`src/rtl/frame_param_pkg.sv`:
```
package frame_param_pkg;

  // Strobes from the control to the datapath
  typedef struct packed {
    logic tick;  // half-rate step slot
    logic adv;   // one parameter bit issued in this slot
  } strobe_t;

endpackage

```
`src/rtl/fps_control.sv`:
```
module fps_control
  import frame_param_pkg::*;
#(
  parameter int BITS_PER_FRAME = 32,
  parameter int SYNC_STAGES    = 2
) (
  input  logic    clk,
  input  logic    rstN,
  input  logic    frameAsync,
  output strobe_t strobe,
  output logic    loadReq
);

  localparam int CNT_W = $clog2(BITS_PER_FRAME) + 1;
  localparam logic [CNT_W-1:0] LAST_CNT = CNT_W'(BITS_PER_FRAME - 1);

  logic [SYNC_STAGES:0] syncQ;
  logic                 frameRise;
  logic                 phase;
  logic                 running;
  logic                 pending;
  logic                 startNow;
  logic                 advNow;
  logic [CNT_W-1:0]     bitCnt;

  // Rising edge after the synchroniser flops
  assign frameRise = syncQ[SYNC_STAGES-1] & ~syncQ[SYNC_STAGES];
  assign startNow  = phase & ~running & pending;
  assign advNow    = phase & running;

  always_ff @(posedge clk) begin
    if (!rstN) begin
      syncQ   <= '0;
      phase   <= 1'b0;
      loadReq <= 1'b0;
      pending <= 1'b0;
      running <= 1'b0;
      bitCnt  <= '0;
    end else begin
      syncQ   <= {syncQ[SYNC_STAGES-1:0], frameAsync};
      phase   <= ~phase;
      loadReq <= frameRise;
      pending <= (pending & ~startNow) | frameRise;
      if (startNow) begin
        running <= 1'b1;
      end else if (advNow) begin
        if (bitCnt == LAST_CNT) begin
          running <= 1'b0;
          bitCnt  <= '0;
        end else begin
          bitCnt <= bitCnt + 1'b1;
        end
      end
    end
  end

  assign strobe.tick = phase;
  assign strobe.adv  = advNow;


  adv_spacing_chk: assert property (@(posedge clk) disable iff (!rstN)
    advNow |=> !advNow);


  load_pulse_chk: assert property (@(posedge clk) disable iff (!rstN)
    loadReq |=> !loadReq);


  pending_start_chk: assert property (@(posedge clk) disable iff (!rstN)
    (pending && !running && phase) |=> running);

endmodule

```
`src/rtl/fps_datapath.sv`:
```
module fps_datapath
  import frame_param_pkg::*;
#(
  parameter int ADDR_W      = 14,
  parameter int DELAY_TICKS = 2
) (
  input  logic              clk,
  input  logic              rstN,
  input  strobe_t           strobe,
  input  logic              lineEnd,
  input  logic              ramData,
  output logic [ADDR_W-1:0] ramAddr,
  output logic              shiftEn,
  output logic              shiftData
);

  localparam int LAST_STAGE = DELAY_TICKS;

  logic [ADDR_W-1:0]   addrCnt;
  logic [LAST_STAGE:0] pipeV;
  logic [LAST_STAGE:0] pipeD;

  // Address runs across frames; cleared only by line end
  always_ff @(posedge clk) begin
    if (!rstN) begin
      addrCnt <= '0;
    end else if (lineEnd) begin
      addrCnt <= '0;
    end else if (strobe.adv) begin
      addrCnt <= addrCnt + 1'b1;
    end
  end

  // Stage 0 captures the read bit; later stages cover memory latency
  always_ff @(posedge clk) begin
    if (!rstN) begin
      pipeV <= '0;
      pipeD <= '0;
    end else if (strobe.tick) begin
      pipeV <= {pipeV[LAST_STAGE-1:0], strobe.adv};
      pipeD <= {pipeD[LAST_STAGE-1:0], strobe.adv & ramData};
    end
  end

  assign ramAddr   = addrCnt;
  assign shiftEn   = pipeV[LAST_STAGE];
  assign shiftData = pipeD[LAST_STAGE];


  addr_hold_chk: assert property (@(posedge clk) disable iff (!rstN)
    (!lineEnd && !strobe.adv) |=> $stable(addrCnt));


  addr_clear_chk: assert property (@(posedge clk) disable iff (!rstN)
    lineEnd |=> (addrCnt == '0));


  shift_hold_chk: assert property (@(posedge clk) disable iff (!rstN)
    $rose(shiftEn) |=> shiftEn);

endmodule

```
`src/rtl/frame_param_streamer.sv`:
```
module frame_param_streamer
  import frame_param_pkg::*;
#(
  parameter int ADDR_W         = 14,
  parameter int BITS_PER_FRAME = 32,
  parameter int DELAY_TICKS    = 2,
  parameter int SYNC_STAGES    = 2
) (
  input  logic              clk,
  input  logic              rstN,
  input  logic              frameAsync,
  input  logic              lineEnd,
  input  logic              ramData,
  output logic [ADDR_W-1:0] ramAddr,
  output logic              shiftEn,
  output logic              shiftData,
  output logic              loadReq
);

  strobe_t strobe;

  fps_control #(
    .BITS_PER_FRAME(BITS_PER_FRAME),
    .SYNC_STAGES   (SYNC_STAGES)
  ) u_control (
    .clk       (clk),
    .rstN      (rstN),
    .frameAsync(frameAsync),
    .strobe    (strobe),
    .loadReq   (loadReq)
  );

  fps_datapath #(
    .ADDR_W     (ADDR_W),
    .DELAY_TICKS(DELAY_TICKS)
  ) u_datapath (
    .clk      (clk),
    .rstN     (rstN),
    .strobe   (strobe),
    .lineEnd  (lineEnd),
    .ramData  (ramData),
    .ramAddr  (ramAddr),
    .shiftEn  (shiftEn),
    .shiftData(shiftData)
  );

endmodule

```
`config.mk`:
```
export PLATFORM = sky130hd
export DESIGN_NAME = frame_param_streamer
export DESIGN_NICKNAME = d
export VERILOG_FILES = /design/src/rtl/frame_param_pkg.sv /design/src/rtl/fps_control.sv /design/src/rtl/fps_datapath.sv /design/src/rtl/frame_param_streamer.sv
export SDC_FILE = /design/constraint.sdc
export NUM_CORES = 1
export LEC_CHECK = 0
export BUFFER_PORTS_ARGS = -buffer_cell sky130_fd_sc_hd__clkbuf_2
export CORE_MARGIN = 8
export CORE_UTILIZATION = 40
export CTS_BUF_LIST = sky130_fd_sc_hd__clkbuf_8
export DETAILED_ROUTE_END_ITERATION = 7
export GPL_TIMING_DRIVEN = 1
export PLACE_DENSITY_LB_ADDON = 0.12
export SYNTH_ARGS = -nofsm -noshare
export SYNTH_HDL_FRONTEND = slang
export SYNTH_SLANG_ARGS = --single-unit
```
`constraint.sdc`:
```
create_clock -name clk -period 1.19 [get_ports clk]
set_input_delay 0.119 -clock clk [delete_from_list [all_inputs] [get_ports clk]]
set_output_delay 0.119 -clock clk [all_outputs]
set_load 0.05 [all_outputs]
```
==> flow_summary.ini, run 1 <==
[floorplan]
start_util_pct = 40.9
die_height_microns = 73.7
ioPinCount = 22
core_sq_um = 3260
die_x_microns = 73.7
rows = 21
dieArea_sq_um = 5440

[pwr]
cellPowerDensity_nw_per_um2 = 1140
sw_frac_of_total_pct = 19.7
sequentialPowerShare_pct = 49.1
combPwrFrac_pct = 3.3
p_switching_mw = 0.442
p_leak_nw = 0.828
p_int_mw = 1.80
p_clk_share_pct = 47.6
ir_drop_mv = 0.697

[logic_synthesis]
synth_top_family_by_area = simple AND/OR/NAND/NOR gates
yosys.area_share.simple_pct = 26.2
synth_edf_count = 0
synthMuxAreaShare_pct = 3.00
ys_warn_count = 0
syn_nets = 148
synth_xor_area_share_pct = 9.85
avgSynthCellArea_sq_um = 9.46
synth_area_leaders = dfxtp_1, xnor2_1, nor2_1
synth_cells = 141
netlist.top_cell.by_area = dfxtp_1
synth-adder-area-share_pct = 1.88
synth-main-ff-cell = dfxtp_1
async_flop_share_pct = 0
synth_compound_area_share_pct = 6.94
synth_seq_cells = 33
synth_top_area_share_pct = 49.5
ys_types = 32
yosysSeqAreaShare_pct = 49.5
syn-cell-area_sq_um = 1330

[setup_path]
worstPathArrival_ns = 1.38
r2r-start = u_datapath.ramAddr[3]
cp-endpoint = u_datapath.ramAddr[11]
startpoint = u_datapath.ramAddr[3]
r2r-end = u_datapath.ramAddr[11]
end_kind = flop
reg2reg_setup_slack_ns = -0.01
crit_family = simple AND/OR/NAND/NOR gates
cp_slowest_stage_delay_ns = 0.38
critPathBufInv = 0
cp-start-kind = flop
worst-setup-path-type = reg -> reg
cp_num_cells = 4
path_cells = nand4_4 > nor4_2 > xnor2_1 > nor2_1
crit_fanout = 5
cp_slowest_cell = dfxtp_4
worst-r2r-cell-count = 4
required_ns = 1.36

[timing]
finalCriticalPeriod_ns = 1.20
fin_crit_sh_pct = 101
max_freq_ghz = 0.833
worstMarginPinSlew_ns = 0.318
hold_violations = 0
setup_ws_ns = -0.0109
grt_setup_unrepaired = yes
slew_violations = 0
skew_ns = 0.00523
slew_headroom_pct = 78.8
report.final.setup_viol = 3

[job]
drv_cap = 0

[clock_tree]
htree_levels = 2
insertion_delay_ns = 0.28
cts_buffers = 5
clkTransAtPathRegs_ns = 0.07
cts_tree = yes
clock_sinks = 33
root_buffer = clkbuf_8
cts_buffer_depth = 2

[detailed_routing]
wl_per_cell_microns = 12.6
dr.first_iter.drc_count = 40
drtAntennaViolNets = 0
drc = 0
post_drt_via_cell_ratio = 4.83
vias = 1144
drtPass1Iterations = 4
wirelength_microns = 2990

[placed_design]
dp_cells = 223
place_ws_ns = -0.102
io_buffers = 21
place_hpwl_microns = 2130
place.gp.congestion = 0.771

[final_layout]
stdcell_count = 237
layout.nets = 197
diodes = 0
drive_above_1_share_pct = 45.0
syn_to_final_growth_pct = 47.2

[worst_hold_path]
min_path_type = in -> reg

[global_routing]
track_usage_pct = 12.8
grt_max_degree = 18
grt_pass1_wl_microns = 5260
overflow = 0
antenna_found_initial = 0
grt_pass1_vias = 1274

[run_status]
status = finished, violations left
violations = negative setup slack
## per-stage QoR
stage | setup TNS [ns] | util, % | instance area [sq um] | power [mW] | hold slack, ns
floorplan | -0.393 | - | 1420 | 1.17 | 0.245
global placement | -0.115 | 52.4 | 1710 | 1.19 | 0.332
detailed placement | -0.411 | 52.4 | 1710 | 1.20 | 0.334
CTS | -0.0461 | 59.6 | 1940 | 2.28 | 0.0325
global route | -0.516 | 60.3 | 1960 | 2.32 | 0.0437
finish | -0.0210 | 60.3 | 1960 | 2.24 | 0.0427
## worst min-delay path by stage
stage / from / slack (ns) / cells past startpoint / end
finish: frameAsync / 0.04 / 2 / u_control.syncQ[0]
global route: frameAsync / 0.04 / 2 / u_control.syncQ[0]
CTS: frameAsync / 0.03 / 2 / u_control.syncQ[0]
detailed placement: frameAsync / 0.33 / 2 / u_control.syncQ[0]
global placement: frameAsync / 0.33 / 2 / u_control.syncQ[0]
floorplan: rstN / 0.24 / 2 / u_control.running
## cells by family after synthesis
group           Yosys count
fa+ha+maj                 2
mux                       4
xor+xnor                 15
flops                    33
buf+inv                   8
compound gates           14
simple gates             65
## layout by cell type (no fill, tap or decap), drive strengths merged, types with 2 or more instances in the layout
| cell | count |
|---|---|
| xor2 | 5 |
| nor4 | 3 |
| clkbuf | 26 |
| nor2 | 17 |
| nor2b | 8 |
| a21boi | 3 |
| and2 | 6 |
| nor3 | 3 |
| nand2 | 13 |
| buf | 25 |
| nand2b | 2 |
| a21oi | 4 |
| xnor2 | 10 |
| mux2i | 4 |
| nand4 | 9 |
| inv | 5 |
| nand3 | 2 |
| ha | 2 |
| o21ai | 3 |
| dfxtp | 33 |
## flip-flops by register name, indices dropped and copies added, names as in the netlist
register	flops
u_control.syncQ	3
u_datapath.pipeV	3
u_control.loadReq	1
u_control.phase	1
u_control.bitCnt	6
u_control.running	1
u_datapath.pipeD	3
u_datapath.ramAddr	14
u_control.pending	1
## power by group through the flow
stage | Combinational, mW | Sequential, mW | Clock, mW
6_report | 0.0739 | 1.10 | 1.07
5_1_grt | 0.0813 | 1.10 | 1.14
4_1_cts | 0.0754 | 1.10 | 1.10
3_3_place_gp | 0.0682 | 1.13 | 0
2_1_floorplan | 0.0433 | 1.13 | 0
3_5_place_dp | 0.0699 | 1.13 | 0
## cell type report
type	count	area, sq um
Timing Repair Buffer	45	294
Multi-Input combinational cell	101	768
Clock buffer	6	82.6
Fill cell	317	1290
Inverter	4	15.0
Tap cell	46	57.6
Sequential cell	33	712
Clock inverter	2	33.8
## per-layer routing
metal | GRT usage, % | wire, microns | vias to the layer above
li1 | - | - | 583
met1 | 11.7 | 1250 | 538
met2 | 23.1 | 1520 | 19
met3 | 5.87 | 171 | 4
met4 | 5.99 | 46 | 0
met5 | 0 | 0 | -
## repair_timing
action | 4_1_cts | 5_1_grt
resized for setup | 14 | 7
cloned | 1 | 0
buffers inserted | 5 | 0
pin swaps | 5 | 6
endpoints found under the setup margin | 10 | 16
hold endpoints to repair | 0 | 0
hold buffers | 0 | 0
## cell usage after synthesis (all sizes together), types with 2 or more instances
| master | instances |
|---|---|
| o21ai | 3 |
| a21boi | 3 |
| nor4 | 3 |
| buf | 2 |
| nor3 | 3 |
| xnor2 | 10 |
| nand2b | 2 |
| dfxtp | 33 |
| nand4 | 8 |
| xor2 | 5 |
| ha | 2 |
| a21oi | 4 |
| inv | 4 |
| and2 | 6 |
| nand3 | 2 |
| nor2 | 17 |
| nor2b | 8 |
| nand2 | 13 |
| clkbuf | 2 |
| mux2i | 4 |
(Power assumes the default switching activity.)
==> inputs of run 2 (changes only) <==
--- a/config.mk
+++ b/config.mk
@@ -5,6 +5,7 @@
 export SDC_FILE = /design/constraint.sdc
 export NUM_CORES = 1
 export LEC_CHECK = 0
+export ABC_AREA = 1
 export BUFFER_PORTS_ARGS = -buffer_cell sky130_fd_sc_hd__clkbuf_2
 export CORE_MARGIN = 8
 export CORE_UTILIZATION = 40
==> run 2 against run 1 <==
Compared with the run above:
- the run now ends clean
- power shrank 0.65%
- sequential power is essentially flat
- core utilization shrank 3.0 points
- critical endpoint is now u_control.bitCnt[3]
==> flow_summary.ini, run 2 <==
[clock_tree]
clkTransAtPathRegs_ns = 0.06
cts_tree = yes
htree_levels = 2
cts_buffer_depth = 2
insertion_delay_ns = 0.27
holdBufCountCts = 0
cts_buffers = 5
clock_sinks = 33
root_buffer = clkbuf_8

[final_layout]
final_area_sq_um = 1910
final_common_cell = nand2_1
final_cell_mix = nand2_1, nor2_1, inv_1
diodes = 0
n_fill_cell = 329
drive_above_1_share_pct = 35.0
layout.nets = 232
largest_reg_flops = 14
syn_to_final_growth_pct = 36.5

[floorplan]
rows = 21
dieArea_sq_um = 5650
die_x_microns = 75.1
ioPinCount = 22
start_util_pct = 41.9
core_sq_um = 3340
die_height_microns = 75.1

[global_routing]
grt_pass1_wl_microns = 5200
grt_pass1_vias = 1219
antenna_found_initial = 0
track_usage_pct = 11.8
grt_max_degree = 14
overflow = 0

[pwr]
sw_frac_of_total_pct = 20.8
p_leak_nw = 0.831
cellPowerDensity_nw_per_um2 = 1170
ir_drop_mv = 0.694
p_switching_mw = 0.464
p_int_mw = 1.76
combPwrFrac_pct = 5.2
p_total_mw = 2.23
p_clk_share_pct = 44.3
sequentialPowerShare_pct = 50.5

[setup_path]
cp_slowest_cell = dfxtp_2
end_kind = flop
cp-start-kind = flop
cp_num_cells = 6
cp_slowest_stage_delay_ns = 0.36
critPathBufInv = 0
crit_fanout = 4
required_ns = 1.35
worst-r2r-cell-count = 6
crit_family = flip-flops
worst-setup-path-type = reg -> reg
path_cells = ha_4 > nand2_2 > nor2_4 > nand3_2 > o21ai_4 > nor2_1
worstPathArrival_ns = 1.31

[logic_synthesis]
async_flop_share_pct = 0
synth_cells = 187
synth_most_common_cell = nand2_1
synth_common_cells = nand2_1, nor2_1, dfxtp_1, inv_1, a21oi_1
synth_area_leaders = dfxtp_1, nand2_1, nor2_1
syn_nets = 194
synth-main-ff-cell = dfxtp_1
synth_top_area_share_pct = 47.2
avgSynthCellArea_sq_um = 7.48
netlist.top_cell.by_area = dfxtp_1
syn-cell-area_sq_um = 1400
ys_warn_count = 0
yosysSeqAreaShare_pct = 47.2
synth_seq_cells = 33
ys_types = 26
synth_edf_count = 0

[timing]
whs_ns = 0.0306
fin_crit_sh_pct = 96.5
hold_violations = 0
worstMarginPinSlew_ns = 0.287
finalCriticalPeriod_ns = 1.15
report.final.setup_viol = 0
max_freq_ghz = 0.871
grt_setup_unrepaired = yes
slew_headroom_pct = 81.0
slew_violations = 0
skew_ns = 0.00847

[detailed_routing]
post_drt_via_cell_ratio = 4.64
vias = 1263
drc = 0
wirelength_microns = 3040
drtPass1Iterations = 4
drtAntennaViolNets = 0
wl_per_cell_microns = 11.2
dr.first_iter.drc_count = 78

[placed_design]
place.gp.congestion = 0.771
place_hpwl_microns = 2280
io_buffers = 21
postPlaceCellArea_sq_um = 1680

[worst_hold_path]
holdPathStages = 3
min_path_type = in -> reg

[job]
drv_cap = 0

[run_status]
status = finished, final reports clean
run 2: cell types whose count changed in the layout (fill, tap and decap cells not counted), moves of 6 or more:
cell	before	now
nand2_1	11	37
inv_1	5	27
nor2_1	15	31
buf_4	23	13
xnor2_1	10	0
nor2b_1	8	0
a21oi_1	4	10
o21ai_0	3	9
run 2: power by group through the flow:
stage | Combinational [mW] | Sequential [mW] | Clock, mW
detailed placement | 0.114 | 1.15 | 0
floorplan | 0.0584 | 1.16 | 0
finish | 0.116 | 1.12 | 0.986
CTS | 0.115 | 1.12 | 1.02
global route | 0.131 | 1.12 | 1.08
global placement | 0.113 | 1.15 | 0
run 2: cell families after synthesis:
| logic type | after synthesis | share of synthesized area, % |
|---|---|---|
| adder cells (fa/ha/maj) | 2 | 1.79 |
| flip-flops | 33 | 47.2 |
| buffers and inverters | 30 | 8.59 |
| AO/OA/AOI/OAI | 25 | 9.84 |
| XOR/XNOR | 2 | 1.25 |
| AND/OR/NAND/NOR | 95 | 31.3 |
run 2: worst reg2reg max path, cell delays in order (launching register included):
cell and delay (ns):
dfxtp_2 0.36, ha_4 0.14, nand2_2 0.06, nor2_4 0.12, nand3_2 0.10, o21ai_4 0.19
nor2_1 0.07
run 2: layout make-up:
type / instances / area [sq um] / share of cell area (%)
clock buffers: 5 / 68.8 / 3.60
clock inverters: 3 / 38.8 / 2.03
inverters: 27 / 104 / 5.44
multi-input cells: 124 / 734 / 38.5
flip-flops and latches: 33 / 703 / 36.8
well taps: 46 / 57.6 / 3.01
repair buffers: 34 / 203 / 10.6
run 2: per-stage QoR:
step	utilization [%]	worst slack (ns)	setup TNS (ns)	std cells
after global placement	50.4	0.0349	0	260
final	57.2	0.0418	0	272
after CTS	54.1	0.00356	0	269
after global routing	57.2	-0.0223	-0.124	272
after detailed placement	50.4	-0.0337	-0.0917	260
after floorplan	-	-0.000801	-0.000801	187
run 2: path summary, 6_finish.rpt:
path	from	endpoint	slack, ns
setup / recovery	u_control.bitCnt[1]	u_control.bitCnt[3]	0.04
hold / removal	frameAsync	u_control.syncQ[0]	0.03
setup reg to reg	u_control.bitCnt[1]	u_control.bitCnt[3]	0.04
hold reg to reg	u_control.syncQ[0]	u_control.syncQ[1]	0.41
run 2: per-layer routing:
metal | vias up | track usage (%) | part of all wire (%)
li1 | 667 | - | -
met1 | 576 | 13.2 | 42
met2 | 18 | 20.7 | 53
met3 | 2 | 2.93 | 4.4
met4 | 0 | 4.48 | 0.69
met5 | - | 0 | 0
run 2: repair_timing:
item / in CTS / in global routing
endpoints found under the setup margin: 4 / 13
buffers inserted: 1 / 3
gates resized for setup: 4 / 18
pin swaps: 2 / 12
==> inputs of run 3 (changes only) <==
==> constraint.sdc (replaced) <==
create_clock -name clk -period 1.4 [get_ports clk]
set_input_delay 0.14 -clock clk [delete_from_list [all_inputs] [get_ports clk]]
set_output_delay 0.14 -clock clk [all_outputs]
set_load 0.05 [all_outputs]
==> run 3 against run 2 <==
Compared with the run above:
- power shrank 10%
- first-iteration DRC count shrank 9.0%
- sequential power shrank 13%
- maximum frequency shrank 11%
- core utilization shrank 5.8 points
- global-route usage is essentially flat
- worst hold slack lost 0.0026 ns
- cell area shrank 10%
- cell count shrank 3.3%
- count of clock-buffer cells in the layout grew 1
- flip-flop and latch count is the same
- largest power group unchanged
==> flow_summary.ini, run 3 (same netlist as run 2, synthesis figures left out) <==
[placed_design]
place_hpwl_microns = 2270
postPlaceCellArea_sq_um = 1580
place.gp.congestion = 0.757
io_buffers = 21
dp_cells = 255

[clock_tree]
holdBufCountCts = 0
cts_tree = yes
post_cts_buffers = 0
clock_sinks = 33
htree_levels = 2
insertion_delay_ns = 0.29
clkTransAtPathRegs_ns = 0.07
cts_resized = 0
cts_buffers = 5
cts_buffer_depth = 2
root_buffer = clkbuf_8

[detailed_routing]
post_drt_via_cell_ratio = 4.70
dr.first_iter.drc_count = 71
drc = 0
vias = 1235
drtAntennaViolNets = 0
wirelength_microns = 3000
drtPass1Iterations = 4
wl_per_cell_microns = 11.4

[pwr]
cellPowerDensity_nw_per_um2 = 1160
p_switching_mw = 0.433
p_leak_nw = 0.770
sequentialPowerShare_pct = 48.5
p_clk_share_pct = 47.0
combPwrFrac_pct = 4.6
p_int_mw = 1.57
p_total_mw = 2.00
ir_drop_mv = 0.615
sw_frac_of_total_pct = 21.6

[timing]
report.final.setup_viol = 0
finalCriticalPeriod_ns = 1.29
max_freq_ghz = 0.772
slew_headroom_pct = 78.2
worstMarginPinSlew_ns = 0.326
hold_violations = 0
skew_ns = 0.00403
fin_crit_sh_pct = 92.5
whs_ns = 0.0280
slew_violations = 0

[final_layout]
final_common_cell = nand2_1
multi_input_comb_area_sq_um = 628
final_area_sq_um = 1720
largest_reg_flops = 14
register_area_sq_um = 671
stdcell_count = 263
diodes = 0
final_cell_mix = nand2_1, nor2_1, inv_1
drive_above_1_share_pct = 24.4
syn_to_final_growth_pct = 22.6
layout.nets = 223
n_fill_cell = 353

[setup_path]
crit_fanout = 4
end_kind = flop
worst-setup-path-type = reg -> reg
required_ns = 1.57
worstPathArrival_ns = 1.46
worst-r2r-cell-count = 6
cp-start-kind = flop

[worst_hold_path]
holdPathStages = 3
min_path_type = in -> reg

[global_routing]
antenna_found_initial = 0
grt_pass1_wl_microns = 5000
grt_pass1_vias = 1185
track_usage_pct = 11.7
overflow = 0
grt_max_degree = 14

[floorplan]
start_util_pct = 41.9
dieArea_sq_um = 5650
die_height_microns = 75.1
die_x_microns = 75.1
rows = 21
core_sq_um = 3340
ioPinCount = 22

[job]
drv_cap = 0

[run_status]
status = finished, final reports clean
==> run 3: changes by cell type in the layout (fill, tap and decap cells not counted), sizes merged <==
cell | previous run | this run
inv | 28 | 27
buf | 13 | 4
clkinv | 1 | 0
clkinvlp | 0 | 1
clkbuf | 26 | 27
==> run 3: per-layer routing <==
layer | GRT usage (%) | vias to the layer above | wire, microns
li1 | - | 648 | -
met2 | 19.9 | 25 | 1460
met4 | 5.76 | 0 | 59
met5 | 0 | - | 0
met1 | 12.3 | 557 | 1300
met3 | 4.79 | 5 | 189
==> run 3: stage by stage <==
step | util [%] | setup WS (ns) | setup TNS, ns
after floorplan | - | 0.00251 | 0
after global placement | 47.4 | 0.148 | 0
after detailed placement | 47.4 | 0.106 | 0
after CTS | 51.0 | 0.0894 | 0
after global routing | 51.4 | -0.0174 | -0.0353
final | 51.4 | 0.105 | 0
==> run 3: worst paths after layout <==
check                      start  slack (ns)                   to
min reg2reg   u_control.syncQ[2]        0.41    u_control.loadReq
max reg2reg  u_control.bitCnt[1]        0.11  u_control.bitCnt[0]
min                   frameAsync        0.03   u_control.syncQ[0]
max          u_control.bitCnt[1]        0.11  u_control.bitCnt[0]
==> run 3: area by class of cell <==
type	count	area share (%)
well taps	46	3.36
repair buffers	25	7.88
inverters	27	6.05
flip-flops and latches	33	39.1
clock buffers	6	4.81
multi-input cells	124	36.6
clock inverters	2	2.19
==> run 3: worst max-delay path: stages (launching register included) <==
cell,delay [ns]
dfxtp_2,0.36
ha_2,0.18
nand2_1,0.08
nor2_2,0.11
nand3_1,0.13
o21ai_2,0.25
a21oi_1,0.08
==> run 3: power groups by stage <==
| stage | clock, mW | combinational, mW | sequential [mW] |
|---|---|---|---|
| after CTS | 0.956 | 0.0919 | 0.968 |
| after detailed placement | 0 | 0.0918 | 0.990 |
| after global routing | 0.992 | 0.101 | 0.970 |
| after floorplan | 0 | 0.0486 | 1.00 |
| after global placement | 0 | 0.0909 | 0.989 |
| final | 0.939 | 0.0910 | 0.969 |
